**src/rtl/irq_vec_pkg.sv**
```systemverilog
package irq_vec_pkg;
  localparam logic [7:0] A_VEC_BASE = 8'h00;
  localparam logic [7:0] A_CFG_BASE = 8'h40;
  localparam logic [7:0] A_IVR      = 8'h80;
  localparam logic [7:0] A_FVR      = 8'h81;
  localparam logic [7:0] A_STAT     = 8'h82;
  localparam logic [7:0] A_PEND     = 8'h83;
  localparam logic [7:0] A_MASK     = 8'h84;
  localparam logic [7:0] A_EN       = 8'h85;
  localparam logic [7:0] A_DIS      = 8'h86;
  localparam logic [7:0] A_CLR      = 8'h87;
  localparam logic [7:0] A_EOI      = 8'h88;
  localparam logic [7:0] A_SPUR     = 8'h89;
  localparam logic [7:0] A_DBG      = 8'h8A;
  localparam logic [7:0] A_FFEN     = 8'h8B;
  localparam logic [7:0] A_FFDIS    = 8'h8C;
  localparam logic [7:0] A_FFST     = 8'h8D;

  // a candidate may interrupt when nothing is stacked or it strictly outranks the top
  function automatic logic outranks(logic [7:0] cand_p, logic [7:0] top_p, logic top_v);
    return !top_v || (cand_p > top_p);
  endfunction
endpackage

```
**src/rtl/irq_src_bank.sv**
```systemverilog
module irq_src_bank #(
  parameter int NSRC = 32
) (
  input  logic            clk,
  input  logic            rst_n,
  input  logic [NSRC-1:0] src_in,
  input  logic [NSRC-1:0] edge_mode,
  input  logic [NSRC-1:0] clr,
  output logic [NSRC-1:0] pending
);
  logic [NSRC-1:0] prev_q;
  logic [NSRC-1:0] pend_q;
  logic [NSRC-1:0] rise;

  for (genvar g = 0; g < NSRC; g++) begin : g_src
    assign rise[g] = src_in[g] & ~prev_q[g];

    always_ff @(posedge clk) begin
      if (!rst_n) begin
        prev_q[g] <= 1'b0;
        pend_q[g] <= 1'b0;
      end else begin
        prev_q[g] <= src_in[g];
        // a fresh edge wins over a clear in the same cycle
        pend_q[g] <= rise[g] | (pend_q[g] & ~clr[g]);
      end
    end

    assign pending[g] = edge_mode[g] ? pend_q[g] : src_in[g];

    p_edge_hold_r2: assert property (@(posedge clk) disable iff (!rst_n)
      (pend_q[g] && !clr[g]) |=> pend_q[g]);
    p_edge_set_r2: assert property (@(posedge clk) disable iff (!rst_n)
      (src_in[g] && !prev_q[g]) |=> pend_q[g]);
  end
endmodule

```
**src/rtl/irq_prio_pick.sv**
```systemverilog
module irq_prio_pick #(
  parameter int NSRC = 32,
  parameter int PW   = 3,
  parameter int IDW  = 5
) (
  input  logic [NSRC-1:0]    cand,
  input  logic [NSRC*PW-1:0] prio_flat,
  output logic               found,
  output logic [IDW-1:0]     best_id,
  output logic [PW-1:0]      best_prio
);
  always_comb begin
    found     = 1'b0;
    best_id   = '0;
    best_prio = '0;
    for (int i = 0; i < NSRC; i++) begin
      // strict compare keeps the lowest index on ties
      if (cand[i] && (!found || prio_flat[i*PW +: PW] > best_prio)) begin
        found     = 1'b1;
        best_id   = IDW'(i);
        best_prio = prio_flat[i*PW +: PW];
      end
    end
  end

  always_comb begin
    if (found) p_pick_valid_r4: assert (cand[best_id]);
    if (!found) p_pick_none_r4: assert (cand == '0);
  end
endmodule

```
**src/rtl/irq_prio_stack.sv**
```systemverilog
module irq_prio_stack #(
  parameter int PW    = 3,
  parameter int IDW   = 5,
  parameter int DEPTH = 8
) (
  input  logic                         clk,
  input  logic                         rst_n,
  input  logic                         push,
  input  logic                         pop,
  input  logic [PW-1:0]                push_prio,
  input  logic [IDW-1:0]               push_id,
  output logic                         top_valid,
  output logic [PW-1:0]                top_prio,
  output logic [IDW-1:0]               top_id,
  output logic [$clog2(DEPTH+1)-1:0]   level
);
  localparam int CW = $clog2(DEPTH + 1);
  localparam int IW = (DEPTH > 1) ? $clog2(DEPTH) : 1;

  logic [PW-1:0]  prio_q [DEPTH];
  logic [IDW-1:0] id_q   [DEPTH];
  logic [CW-1:0]  cnt_q;
  logic [IW-1:0]  top_idx;

  assign top_idx   = IW'(cnt_q - CW'(1));
  assign top_valid = (cnt_q != '0);
  assign top_prio  = top_valid ? prio_q[top_idx] : '0;
  assign top_id    = top_valid ? id_q[top_idx] : '0;
  assign level     = cnt_q;

  always_ff @(posedge clk) begin
    if (!rst_n) begin
      cnt_q <= '0;
      for (int i = 0; i < DEPTH; i++) begin
        prio_q[i] <= '0;
        id_q[i]   <= '0;
      end
    end else if (push && cnt_q < CW'(DEPTH)) begin
      prio_q[IW'(cnt_q)] <= push_prio;
      id_q[IW'(cnt_q)]   <= push_id;
      cnt_q              <= cnt_q + CW'(1);
    end else if (pop && top_valid) begin
      cnt_q <= cnt_q - CW'(1);
    end
  end

  p_no_overflow_r5: assert property (@(posedge clk) disable iff (!rst_n)
    push |-> (cnt_q < CW'(DEPTH)));
  p_eoi_pop_r8: assert property (@(posedge clk) disable iff (!rst_n)
    (pop && !push && top_valid) |=> (cnt_q == $past(cnt_q) - CW'(1)));
  p_eoi_empty_r8: assert property (@(posedge clk) disable iff (!rst_n)
    (pop && !push && !top_valid) |=> (cnt_q == '0));
endmodule

```
**src/rtl/irq_vec_ctrl.sv**
```systemverilog
module irq_vec_ctrl
  import irq_vec_pkg::*;
#(
  parameter int NSRC   = 32,
  parameter int PRIO_W = 3,
  parameter int AW     = 8,
  parameter int DW     = 32
) (
  input  logic            clk,
  input  logic            rst_n,
  input  logic [NSRC-1:0] src_in,
  input  logic            wr_en,
  input  logic            rd_en,
  input  logic [AW-1:0]   addr,
  input  logic [DW-1:0]   wdata,
  output logic [DW-1:0]   rdata,
  output logic            nirq,
  output logic            nfiq
);
  localparam int IDW   = (NSRC > 1) ? $clog2(NSRC) : 1;
  localparam int DEPTH = 2 ** PRIO_W;
  localparam int CW    = $clog2(DEPTH + 1);

  logic [DW-1:0]     vec_q  [NSRC];
  logic [PRIO_W-1:0] prio_q [NSRC];
  logic [NSRC-1:0]   edge_q, mask_q, ff_q;
  logic [DW-1:0]     spur_q;
  logic              protect_q;

  logic [NSRC*PRIO_W-1:0] prio_flat;
  logic [NSRC-1:0] pending, fast, cand, clr_vec;
  logic            found, irq_ok, fiq_any;
  logic [IDW-1:0]  best_id, top_id;
  logic [PRIO_W-1:0] best_prio, top_prio;
  logic            top_valid;
  logic [CW-1:0]   stk_level;

  // named internal events
  logic ivr_rd, ivr_wr, fvr_rd, ack_evt, eoi_evt, is_vec, is_cfg;
  logic [AW-1:0] cfg_off;

  assign ivr_rd  = rd_en && addr == AW'(A_IVR);
  assign ivr_wr  = wr_en && addr == AW'(A_IVR);
  assign fvr_rd  = rd_en && addr == AW'(A_FVR);
  assign eoi_evt = wr_en && addr == AW'(A_EOI);
  assign ack_evt = (protect_q ? ivr_wr : ivr_rd) && irq_ok;
  assign is_vec  = addr >= AW'(A_VEC_BASE) && addr < AW'(A_VEC_BASE) + AW'(NSRC);
  assign is_cfg  = addr >= AW'(A_CFG_BASE) && addr < AW'(A_CFG_BASE) + AW'(NSRC);
  assign cfg_off = addr - AW'(A_CFG_BASE);

  for (genvar g = 0; g < NSRC; g++) begin : g_flat
    assign prio_flat[g*PRIO_W +: PRIO_W] = prio_q[g];
  end

  assign fast    = ff_q | NSRC'(1);
  assign cand    = pending & mask_q & ~fast;
  assign fiq_any = |(pending & mask_q & fast);
  assign irq_ok  = found && outranks(8'(best_prio), 8'(top_prio), top_valid);
  assign nirq    = ~irq_ok;
  assign nfiq    = ~fiq_any;

  always_comb begin
    clr_vec = '0;
    if (wr_en && addr == AW'(A_CLR)) clr_vec = wdata[NSRC-1:0];
    if (ack_evt) clr_vec = clr_vec | (NSRC'(1) << best_id);
    if (fvr_rd && ff_q[NSRC-1:1] == '0) clr_vec[0] = 1'b1;
  end

  irq_src_bank #(.NSRC(NSRC)) u_bank (
    .clk(clk), .rst_n(rst_n), .src_in(src_in), .edge_mode(edge_q),
    .clr(clr_vec), .pending(pending));

  irq_prio_pick #(.NSRC(NSRC), .PW(PRIO_W), .IDW(IDW)) u_pick (
    .cand(cand), .prio_flat(prio_flat), .found(found),
    .best_id(best_id), .best_prio(best_prio));

  irq_prio_stack #(.PW(PRIO_W), .IDW(IDW), .DEPTH(DEPTH)) u_stack (
    .clk(clk), .rst_n(rst_n), .push(ack_evt), .pop(eoi_evt),
    .push_prio(best_prio), .push_id(best_id), .top_valid(top_valid),
    .top_prio(top_prio), .top_id(top_id), .level(stk_level));

  always_ff @(posedge clk) begin
    if (!rst_n) begin
      for (int i = 0; i < NSRC; i++) begin
        vec_q[i]  <= '0;
        prio_q[i] <= '0;
      end
      edge_q    <= '0;
      mask_q    <= '0;
      ff_q      <= '0;
      spur_q    <= '0;
      protect_q <= 1'b0;
    end else if (wr_en) begin
      if (is_vec) vec_q[addr[IDW-1:0]] <= wdata;
      if (is_cfg) begin
        prio_q[cfg_off[IDW-1:0]] <= wdata[PRIO_W-1:0];
        edge_q[cfg_off[IDW-1:0]] <= wdata[8];
      end
      case (addr)
        AW'(A_EN):    mask_q    <= mask_q | wdata[NSRC-1:0];
        AW'(A_DIS):   mask_q    <= mask_q & ~wdata[NSRC-1:0];
        AW'(A_FFEN):  ff_q      <= ff_q | wdata[NSRC-1:0];
        AW'(A_FFDIS): ff_q      <= ff_q & ~wdata[NSRC-1:0];
        AW'(A_SPUR):  spur_q    <= wdata;
        AW'(A_DBG):   protect_q <= wdata[0];
        default: ;
      endcase
    end
  end

  always_comb begin
    rdata = '0;
    if (is_vec) rdata = vec_q[addr[IDW-1:0]];
    else if (is_cfg) begin
      rdata[PRIO_W-1:0] = prio_q[cfg_off[IDW-1:0]];
      rdata[8]          = edge_q[cfg_off[IDW-1:0]];
    end else begin
      case (addr)
        AW'(A_IVR):  rdata = irq_ok ? vec_q[best_id] : spur_q;
        AW'(A_FVR):  rdata = vec_q[0];
        AW'(A_STAT): begin
          rdata[IDW-1:0] = top_id;
          rdata[8]       = top_valid;
        end
        AW'(A_PEND): rdata[NSRC-1:0] = pending;
        AW'(A_MASK): rdata[NSRC-1:0] = mask_q;
        AW'(A_SPUR): rdata = spur_q;
        AW'(A_DBG):  rdata[0] = protect_q;
        AW'(A_FFST): rdata[NSRC-1:0] = fast;
        default: ;
      endcase
    end
  end

  p_ack_push_r7: assert property (@(posedge clk) disable iff (!rst_n)
    ack_evt |=> (stk_level == $past(stk_level) + CW'(1)));
  p_protect_quiet_r9: assert property (@(posedge clk) disable iff (!rst_n)
    (protect_q && ivr_rd && !wr_en) |=> $stable(stk_level));
  p_fvr_keep_r11: assert property (@(posedge clk) disable iff (!rst_n)
    (fvr_rd && !wr_en && ff_q[NSRC-1:1] != '0 && edge_q[0] && pending[0]) |=> pending[0]);
  p_fast_excluded_r12: assert property (@(posedge clk) disable iff (!rst_n)
    (ff_q[best_id] && best_id != '0) |-> !found);
endmodule

```
**config.mk**
```make
export PLATFORM = sky130hd
export DESIGN_NAME = irq_vec_ctrl
export DESIGN_NICKNAME = d
export VERILOG_FILES = /design/src/rtl/irq_vec_pkg.sv /design/src/rtl/irq_src_bank.sv /design/src/rtl/irq_prio_pick.sv /design/src/rtl/irq_prio_stack.sv /design/src/rtl/irq_vec_ctrl.sv
export SDC_FILE = /design/constraint.sdc
export NUM_CORES = 2
export LEC_CHECK = 0
export CORE_MARGIN = 3
export CORE_UTILIZATION = 30
export CTS_CLUSTER_DIAMETER = 80
export CTS_CLUSTER_SIZE = 8
export DETAILED_ROUTE_END_ITERATION = 10
export GPL_TIMING_DRIVEN = 0
export SLEW_MARGIN = 40
export SYNTH_ARGS = -nofsm -noshare
export SYNTH_HDL_FRONTEND = slang
export SYNTH_HIERARCHICAL = 1
export SYNTH_SLANG_ARGS = --single-unit
```
**constraint.sdc**
```tcl
create_clock -name clk -period 87.9 [get_ports clk]
set_input_delay 17.58 -clock clk [delete_from_list [all_inputs] [get_ports clk]]
set_output_delay 17.58 -clock clk [all_outputs]
set_load 0.05 [all_outputs]
```
Word level (Yosys, flattened, before mapping)
Memories as Yosys holds them, arrays and structs flattened.
Index checks and enable logic that the tools add are counted.
Operators by class
  equality and inequality tests: 14
  bitwise gates (word level): 172
  $lt $le $gt $ge: 39
  shifts and indexed selects: 1
  divide/modulo/power cells: 0
  multiply operators: 0
  add/sub/neg operators: 3
  reductions and logical operators: 123
  mux-type cells: 177
Operators by type and width (number)
  32-bit bitwise AND: 5
  32-bit 2-to-1 mux: 5
  23-bit case mux with 6 select lines: 1
  32-bit case mux with 2 select lines: 2
  3-bit 2-to-1 mux: 42
  8-bit equality test, second input constant: 14
  5-bit 2-to-1 mux: 21
  3-bit greater-than comparator: 32
  32-bit OR: 3
  1-bit 2-to-1 mux: 86
  1-bit inverter: 66
  1-bit bitwise AND: 64
  32-bit inverter: 2
  32-bit OR reduction: 2
  1-bit logical AND: 44
  4-bit 2-to-1 mux: 10
  32-bit bitwise mux: 1
  1-bit logical NOT: 32
  1-bit logical OR: 32
  1-bit OR: 32
  1-bit by 5-bit left shift with 32-bit output, first input constant: 1
  31-bit logical NOT: 1
  4-bit case mux with 7 select lines: 1
  23-bit 2-to-1 mux: 1
  21 further kinds: 29
Storage, ports and cells
  memories kept: 4
  bits in writable memories: 1184
  bits in latches: 0
  register bits after elaboration: 197
  memory bits (read-only): 0
  output and inout port bits: 34
  bits of input ports: 76
Memories
  vec_q: words 32, bits a word 32, rd ports 3, clocked after memory_dff 0, wr ports 32, line irq_vec_ctrl.sv:24  | logic [DW-1:0] vec_q [NSRC];
  prio_q: words 32, bits a word 3, rd ports 33, clocked after memory_dff 0, wr ports 32, line irq_vec_ctrl.sv:25  | logic [PRIO_W-1:0] prio_q [NSRC];
  u_stack.id_q: words 8, bits a word 5, rd ports 1, clocked after memory_dff 0, wr ports 8, line irq_prio_stack.sv:21  | logic [IDW-1:0] id_q [DEPTH];
  u_stack.prio_q: words 8, bits a word 3, rd ports 1, clocked after memory_dff 0, wr ports 8, line irq_prio_stack.sv:20  | logic [PW-1:0] prio_q [DEPTH];

Logic depth before layout (Yosys ltp)
  depth in word-level cells: 138
  gate-level depth with buffers: 270
  depth with buffers taken out: 264

Modules after synthesis
Netlist, hierarchy kept.
By module, submodules not included
  irq_vec_ctrl: instances 1, sequential area each 36194.7 um^2, cells an instance 4881, area an instance 66834.1 um^2
  irq_prio_pick: instances 1, sequential area each 0.0 um^2, cells an instance 711, area an instance 4654.5 um^2
  irq_prio_stack: instances 1, sequential area each 2001.9 um^2, cells an instance 235, area an instance 3254.4 um^2
  irq_src_bank: instances 1, sequential area each 1281.2 um^2, cells an instance 231, area an instance 2566.2 um^2

Worst setup path before layout
No wires, ideal clock.
  path kind: in2out
  start: input port src_in[1]
  end: output port rdata[11]
  arrival time: 63.190 ns
  path slack: 7.130 ns
  cell stages on the path: 249
  buffers on the path: 7
  cell sequence: mux2_2 > nand2_1 > nor2_1 > buf_2 > nand2_1 > a21oi_1 > or2_2 > ha_1 > and3_1 > a21oi_1 > o21a_1 > o31ai_1 > ha_1 > a21oi_1 > o21ai_0 > a31oi_1 > o311ai_0 > buf_2 > [... 213 more ...] > o21a_1 > clkbuf_1 > o21a_1 > ha_1 > a21o_1 > a21oi_1 > a31oi_1 > o21ai_1 > nand2b_1 > o221ai_1 > ha_1 > a41oi_1 > o21a_1 > buf_1 > nor2_1 > clkbuf_1 > a221oi_1 > o211ai_1
On the way
  cells in the longest elaborated chain, start to end: 132
RTL lines
  start, declared: line irq_vec_ctrl.sv:11  | input logic [NSRC-1:0] src_in,
  1-bit 2-to-1 mux *: line irq_src_bank.sv:29  | assign pending[g] = edge_mode[g] ? pend_q[g] : src_in[g];
  32-bit bitwise AND * (2 in series): line irq_vec_ctrl.sv:56  | assign cand = pending & mask_q & ~fast;
  net cand[1]: line irq_vec_ctrl.sv:31  | logic [NSRC-1:0] pending, fast, cand, clr_vec;
  1-bit logical AND *: line irq_prio_pick.sv:18  | if (cand[i] && (!found || prio_flat[i*PW +: PW] > best_prio)) begin
  3-bit 2-to-1 mux or 1-bit 2-to-1 mux (tied branches): line irq_prio_pick.sv:18
  3-bit greater-than comparator or 1-bit logical NOT (tied branches): line irq_prio_pick.sv:18
  1-bit logical OR: line irq_prio_pick.sv:18
  1-bit logical AND: line irq_prio_pick.sv:18
  [... 117 more ...]
  net best_prio[1]: line irq_vec_ctrl.sv:34  | logic [PRIO_W-1:0] best_prio, top_prio;
  3-bit greater-than comparator *: line irq_vec_pkg.sv:21  | return !top_v || (cand_p > top_p);
  1-bit logical OR *: line irq_vec_pkg.sv:21
  1-bit logical AND *: line irq_vec_ctrl.sv:58  | assign irq_ok = found && outranks(8'(best_prio), 8'(top_prio), top_valid);
  32-bit 2-to-1 mux *: line irq_vec_ctrl.sv:119  | AW'(A_IVR): rdata = irq_ok ? vec_q[best_id] : spur_q;
  23-bit case mux with 6 select lines *: line irq_vec_ctrl.sv:118  | case (addr)
  23-bit 2-to-1 mux *: line irq_vec_ctrl.sv:114  | else if (is_cfg) begin
  32-bit 2-to-1 mux *: line irq_vec_ctrl.sv:113  | if (is_vec) rdata = vec_q[addr[IDW-1:0]];
  end, declared: line irq_vec_ctrl.sv:16  | output logic [DW-1:0] rdata,
Mark *: on every way through the listed nets, which the timed path passes. The rest lies on a longest branch.

Worst setup path after layout
  start: input port src_in[1]
  end: output port rdata[11]
RTL lines
  1-bit 2-to-1 mux *: line irq_src_bank.sv:29
  net pending[1]: line irq_vec_ctrl.sv:31
  32-bit bitwise AND * (2 in series): line irq_vec_ctrl.sv:56
  net cand[1]: line irq_vec_ctrl.sv:31
  1-bit logical AND *: line irq_prio_pick.sv:18
  3-bit 2-to-1 mux or 1-bit 2-to-1 mux (tied branches): line irq_prio_pick.sv:18
  3-bit greater-than comparator or 1-bit logical NOT (tied branches): line irq_prio_pick.sv:18
  1-bit logical OR: line irq_prio_pick.sv:18
  [... 116 more ...]
  1-bit logical AND: line irq_prio_pick.sv:18
  5-bit 2-to-1 mux *: line irq_prio_pick.sv:18
  net best_id[3]: line irq_vec_ctrl.sv:33  | logic [IDW-1:0] best_id, top_id;
  memory 32 x 32 bit *
  32-bit 2-to-1 mux *: line irq_vec_ctrl.sv:119
  23-bit case mux with 6 select lines *: line irq_vec_ctrl.sv:118
  23-bit 2-to-1 mux *: line irq_vec_ctrl.sv:114
  32-bit 2-to-1 mux *: line irq_vec_ctrl.sv:113
Marks and branches as above.

==> impl_metrics.json <==
{
  "synth.most_common_cell": "edfxtp_1",
  "fp-row-count": 185,
  "cts_buffer_depth": 3,
  "synth_warnings": 6,
  "hold_class": "register to register",
  "setup_viol": 0,
  "critPathLaunch": "src_in[1]",
  "yosys-top-cells-count": "1184 x edfxtp_1, 1013 x and2_1, 566 x mux4_2",
  "grt_antenna_before_repair": 84,
  "finalNetCount": 6661,
  "regToRegSetupSlack_ns": 36.61,
  "synthAdderAreaFrac_pct": 1.25,
  "cp-start-kind": "input pin",
  "combinationalPowerShare_pct": 11.8,
  "fin_crit_sh_pct": 97.3,
  "endpoint": "rdata[11]",
  "yosysTopAreaCellShare_pct": 46.0,
  "crit_path_end_kind": "output port",
  "drtPass1Iterations": 6,
  "synth_cells": 6058,
  "io_pins": 110,
  "fin_hold_ws_ns": 0.463,
  "drive_gt1_share_pct": 25.0,
  "hold_viol": 0,
  "synthMuxAreaShare_pct": 20.8,
  "fp.dieH_um": 514,
  "worstPathArrival_ns": 67.97,
  "synthToLayoutAreaGrowth_pct": 19.8,
  "ys.flop_type": "edfxtp_1",
  "cp_slowest_cell": "clkbuf_2",
  "synth-simple-area-share_pct": 15.3,
  "yosys.area_share.xor_xnor_pct": 0.0113,
  "internal_power_mw": 1.21,
  "power.total_mw": 1.67,
  "synth_edf_count": 1184,
  "port-buffer-count": 75,
  "finalWeightedCongestion": 1.05,
  "route.detailed.drc": 0,
  "synth_top_area_cell": "edfxtp_1",
  "fmax_mhz": 11.7,
  "cts_made_buffers": 193,
  "worst_slew_pin_slew_ns": 1.08,
  "r2r-start": "edge_q[1]",
  "globalRouteOverflowTotal": 0,
  "ys_seq_elements": 1380,
  "wl_mm": 409,
  "synth_async_sr_flop_share_pct": 0,
  "setup_ws_ns": 2.35,
  "final_max_slew_viol_count": 0,
  "worstRegToRegCells": 254,
  "start_util_pct": 30.3,
  "core_area_um2": 255000,
  "switchingPower_uw": 455,
  "synth_compound_area_share_pct": 7.90,
  "htree_num_levels": 4,
  "worstSetupPathType": "input pin to output port",
  "synth.distinct_cells": 99,
  "min_from": "spur_q[29]",
  "cts.clk_slew.worst_paths_ns": 0.05,
  "cts_root_buf": "clkbuf_16",
  "clock_sink_count": 1380,
  "cpPeakStageDelay_ns": 0.69,
  "critPathMaxFanout": 18,
  "tns_ns": 0,
  "wl_per_cell_um": 40.8,
  "ys_seq_area_share_pct": 51.1,
  "vias_per_cell": 6.43,
  "ir_worst_vdd_v": 0.0000166,
  "synth_area_um2": 77300,
  "pre_cts_ws_ns": -6.22,
  "min_period_ns": 85.55,
  "powerDensity_nw_per_um2": 18.0,
  "cp_common_cell": "ha_1",
  "grt_first_pass_wirelength_mm": 534,
  "seq_power_share_pct": 45.5,
  "track_usage_pct": 29.9,
  "worstPathRequired_ns": 70.32,
  "drtIter0Drc": 12600,
  "utilization_pct": 36.3,
  "drtAntennaViolNets": 0,
  "dieArea_um2": 264000,
  "maxCapViolations": 0,
  "vias": 64400,
  "swShare_pct": 27.2,
  "leakagePower_nw": 31.7,
  "slew_headroom_pct": 28.1,
  "clk_latency_ns": 0.86,
  "pwr-share-clk_pct": 42.6,
  "grt_pass1_vias": 59900,
  "r2r_end": "u_stack/prio_q[2][2]",
  "place_hpwl_mm": 304,
  "syn_area_per_cell_um2": 12.8,
  "die_width_um": 514,
  "synth_top_family_by_area": "multiplexers",
  "cts_tree": "built",
  "grt_max_degree": 19,
  "synthTopCellsByArea": "edfxtp_1 46%, mux4_2 16%, and2_1 8.2%",
  "fin_skew_ns": 0.0343,
  "outcome": "completed"
}
power groups by stage:
stage	Sequential (mW)	Clock, mW	Combinational, mW
2_1_floorplan	0.764	0	0.0981
3_3_place_gp	0.775	0	0.169
3_5_place_dp	0.771	0	0.183
4_1_cts	0.759	0.706	0.185
5_1_grt	0.762	0.735	0.197
6_report	0.760	0.711	0.197
registers in the layout, indices dropped and copies added, names as in the netlist, named ones only:
register,count
u_stack/level,4
prio_q,96
spur_q,32
u_stack/prio_q,24
edge_q,32
u_bank/prev_q,32
u_stack/id_q,40
protect_q,1
vec_q,1024
u_bank/pend_q,32
layer usage:
metal	global-route usage (%)	up-vias	part of all wire (%)
li1	-	24000	-
met3	14.2	1613	16
met1	35.7	32600	34
met4	21.4	22	8.7
met2	42.1	6239	41
met5	0.621	-	0.065
cells by family (layout without fill, tap and decap cells):
kind of cell             Yosys count  count (layout)
AND/OR/NAND/NOR                 2102            2102
flip-flops                      1380            1380
AO/OA/AOI/OAI                    937             937
multiplexers                     889             889
buffers and inverters            670            1193
adder cells (fa/ha/maj)           78              78
other                              1              72
XOR/XNOR                           1               1
layout make-up:
class | instances | area (µm²)
diodes | 70 | 175
plain buffers | 547 | 3000
clock buffers | 248 | 5080
clock inverters | 19 | 389
fillers | 24500 | 163000
inverters | 118 | 443
multi-input cells | 4009 | 36300
flip-flops and latches | 1380 | 39500
well taps | 3366 | 4210
repair buffers | 261 | 3570
worst min path at each step:
stage	slack [ns]	cells past startpoint	endpoint
final	0.46	2	spur_q[29]
after global routing	0.48	2	spur_q[7]
after CTS	0.46	2	spur_q[29]
after detailed placement	0.45	2	spur_q[4]
after global placement	0.44	2	spur_q[10]
after floorplan	0.43	2	spur_q[4]
critical path: cells and delay by family:
family	cells	cell delay [ns]
buffers and inverters	22	3.87
adder cells (fa/ha/maj)	32	9.27
multiplexers	12	3.45
AO/OA/AOI/OAI	120	23.27
AND/OR/NAND/NOR	65	10.39
placed cells by master (no fill, tap or decap), types with 29 or more instances in the layout:
master,count
o22ai_1,34
and2_1,1012
o21ai_4,37
buf_8,91
ha_1,75
clkbuf_1,250
buf_16,44
nand2_1,337
edfxtp_1,1184
and3_1,166
mux2_2,76
dfxtp_1,196
clkbuf_16,195
buf_6,42
nor2b_1,46
mux4_2,566
nand2b_1,81
clkbuf_2,158
a21oi_1,204
clkdlybuf4s50_1,42
a211oi_1,74
mux2i_1,237
o21ai_0,149
a22oi_1,76
nand3_1,91
o211ai_1,42
nor2_1,188
buf_2,112
a21boi_1,29
inv_1,115
diode_2,70
buf_4,80
stage by stage:
step	instances	instance area, µm²
floorplan	6059	77300
global placement	9500	82300
detailed placement	9638	85600
CTS	9910	91600
global route	9959	92500
finish	10000	92600
repair_timing:
item,4_1_cts,5_1_grt
endpoints found under the setup margin,33,33
hold buffers,0,0
hold endpoints to repair,0,0
resized for setup,222,209
setup buffers,9,32
pin swaps,19,36
(Power assumes the default switching activity.)
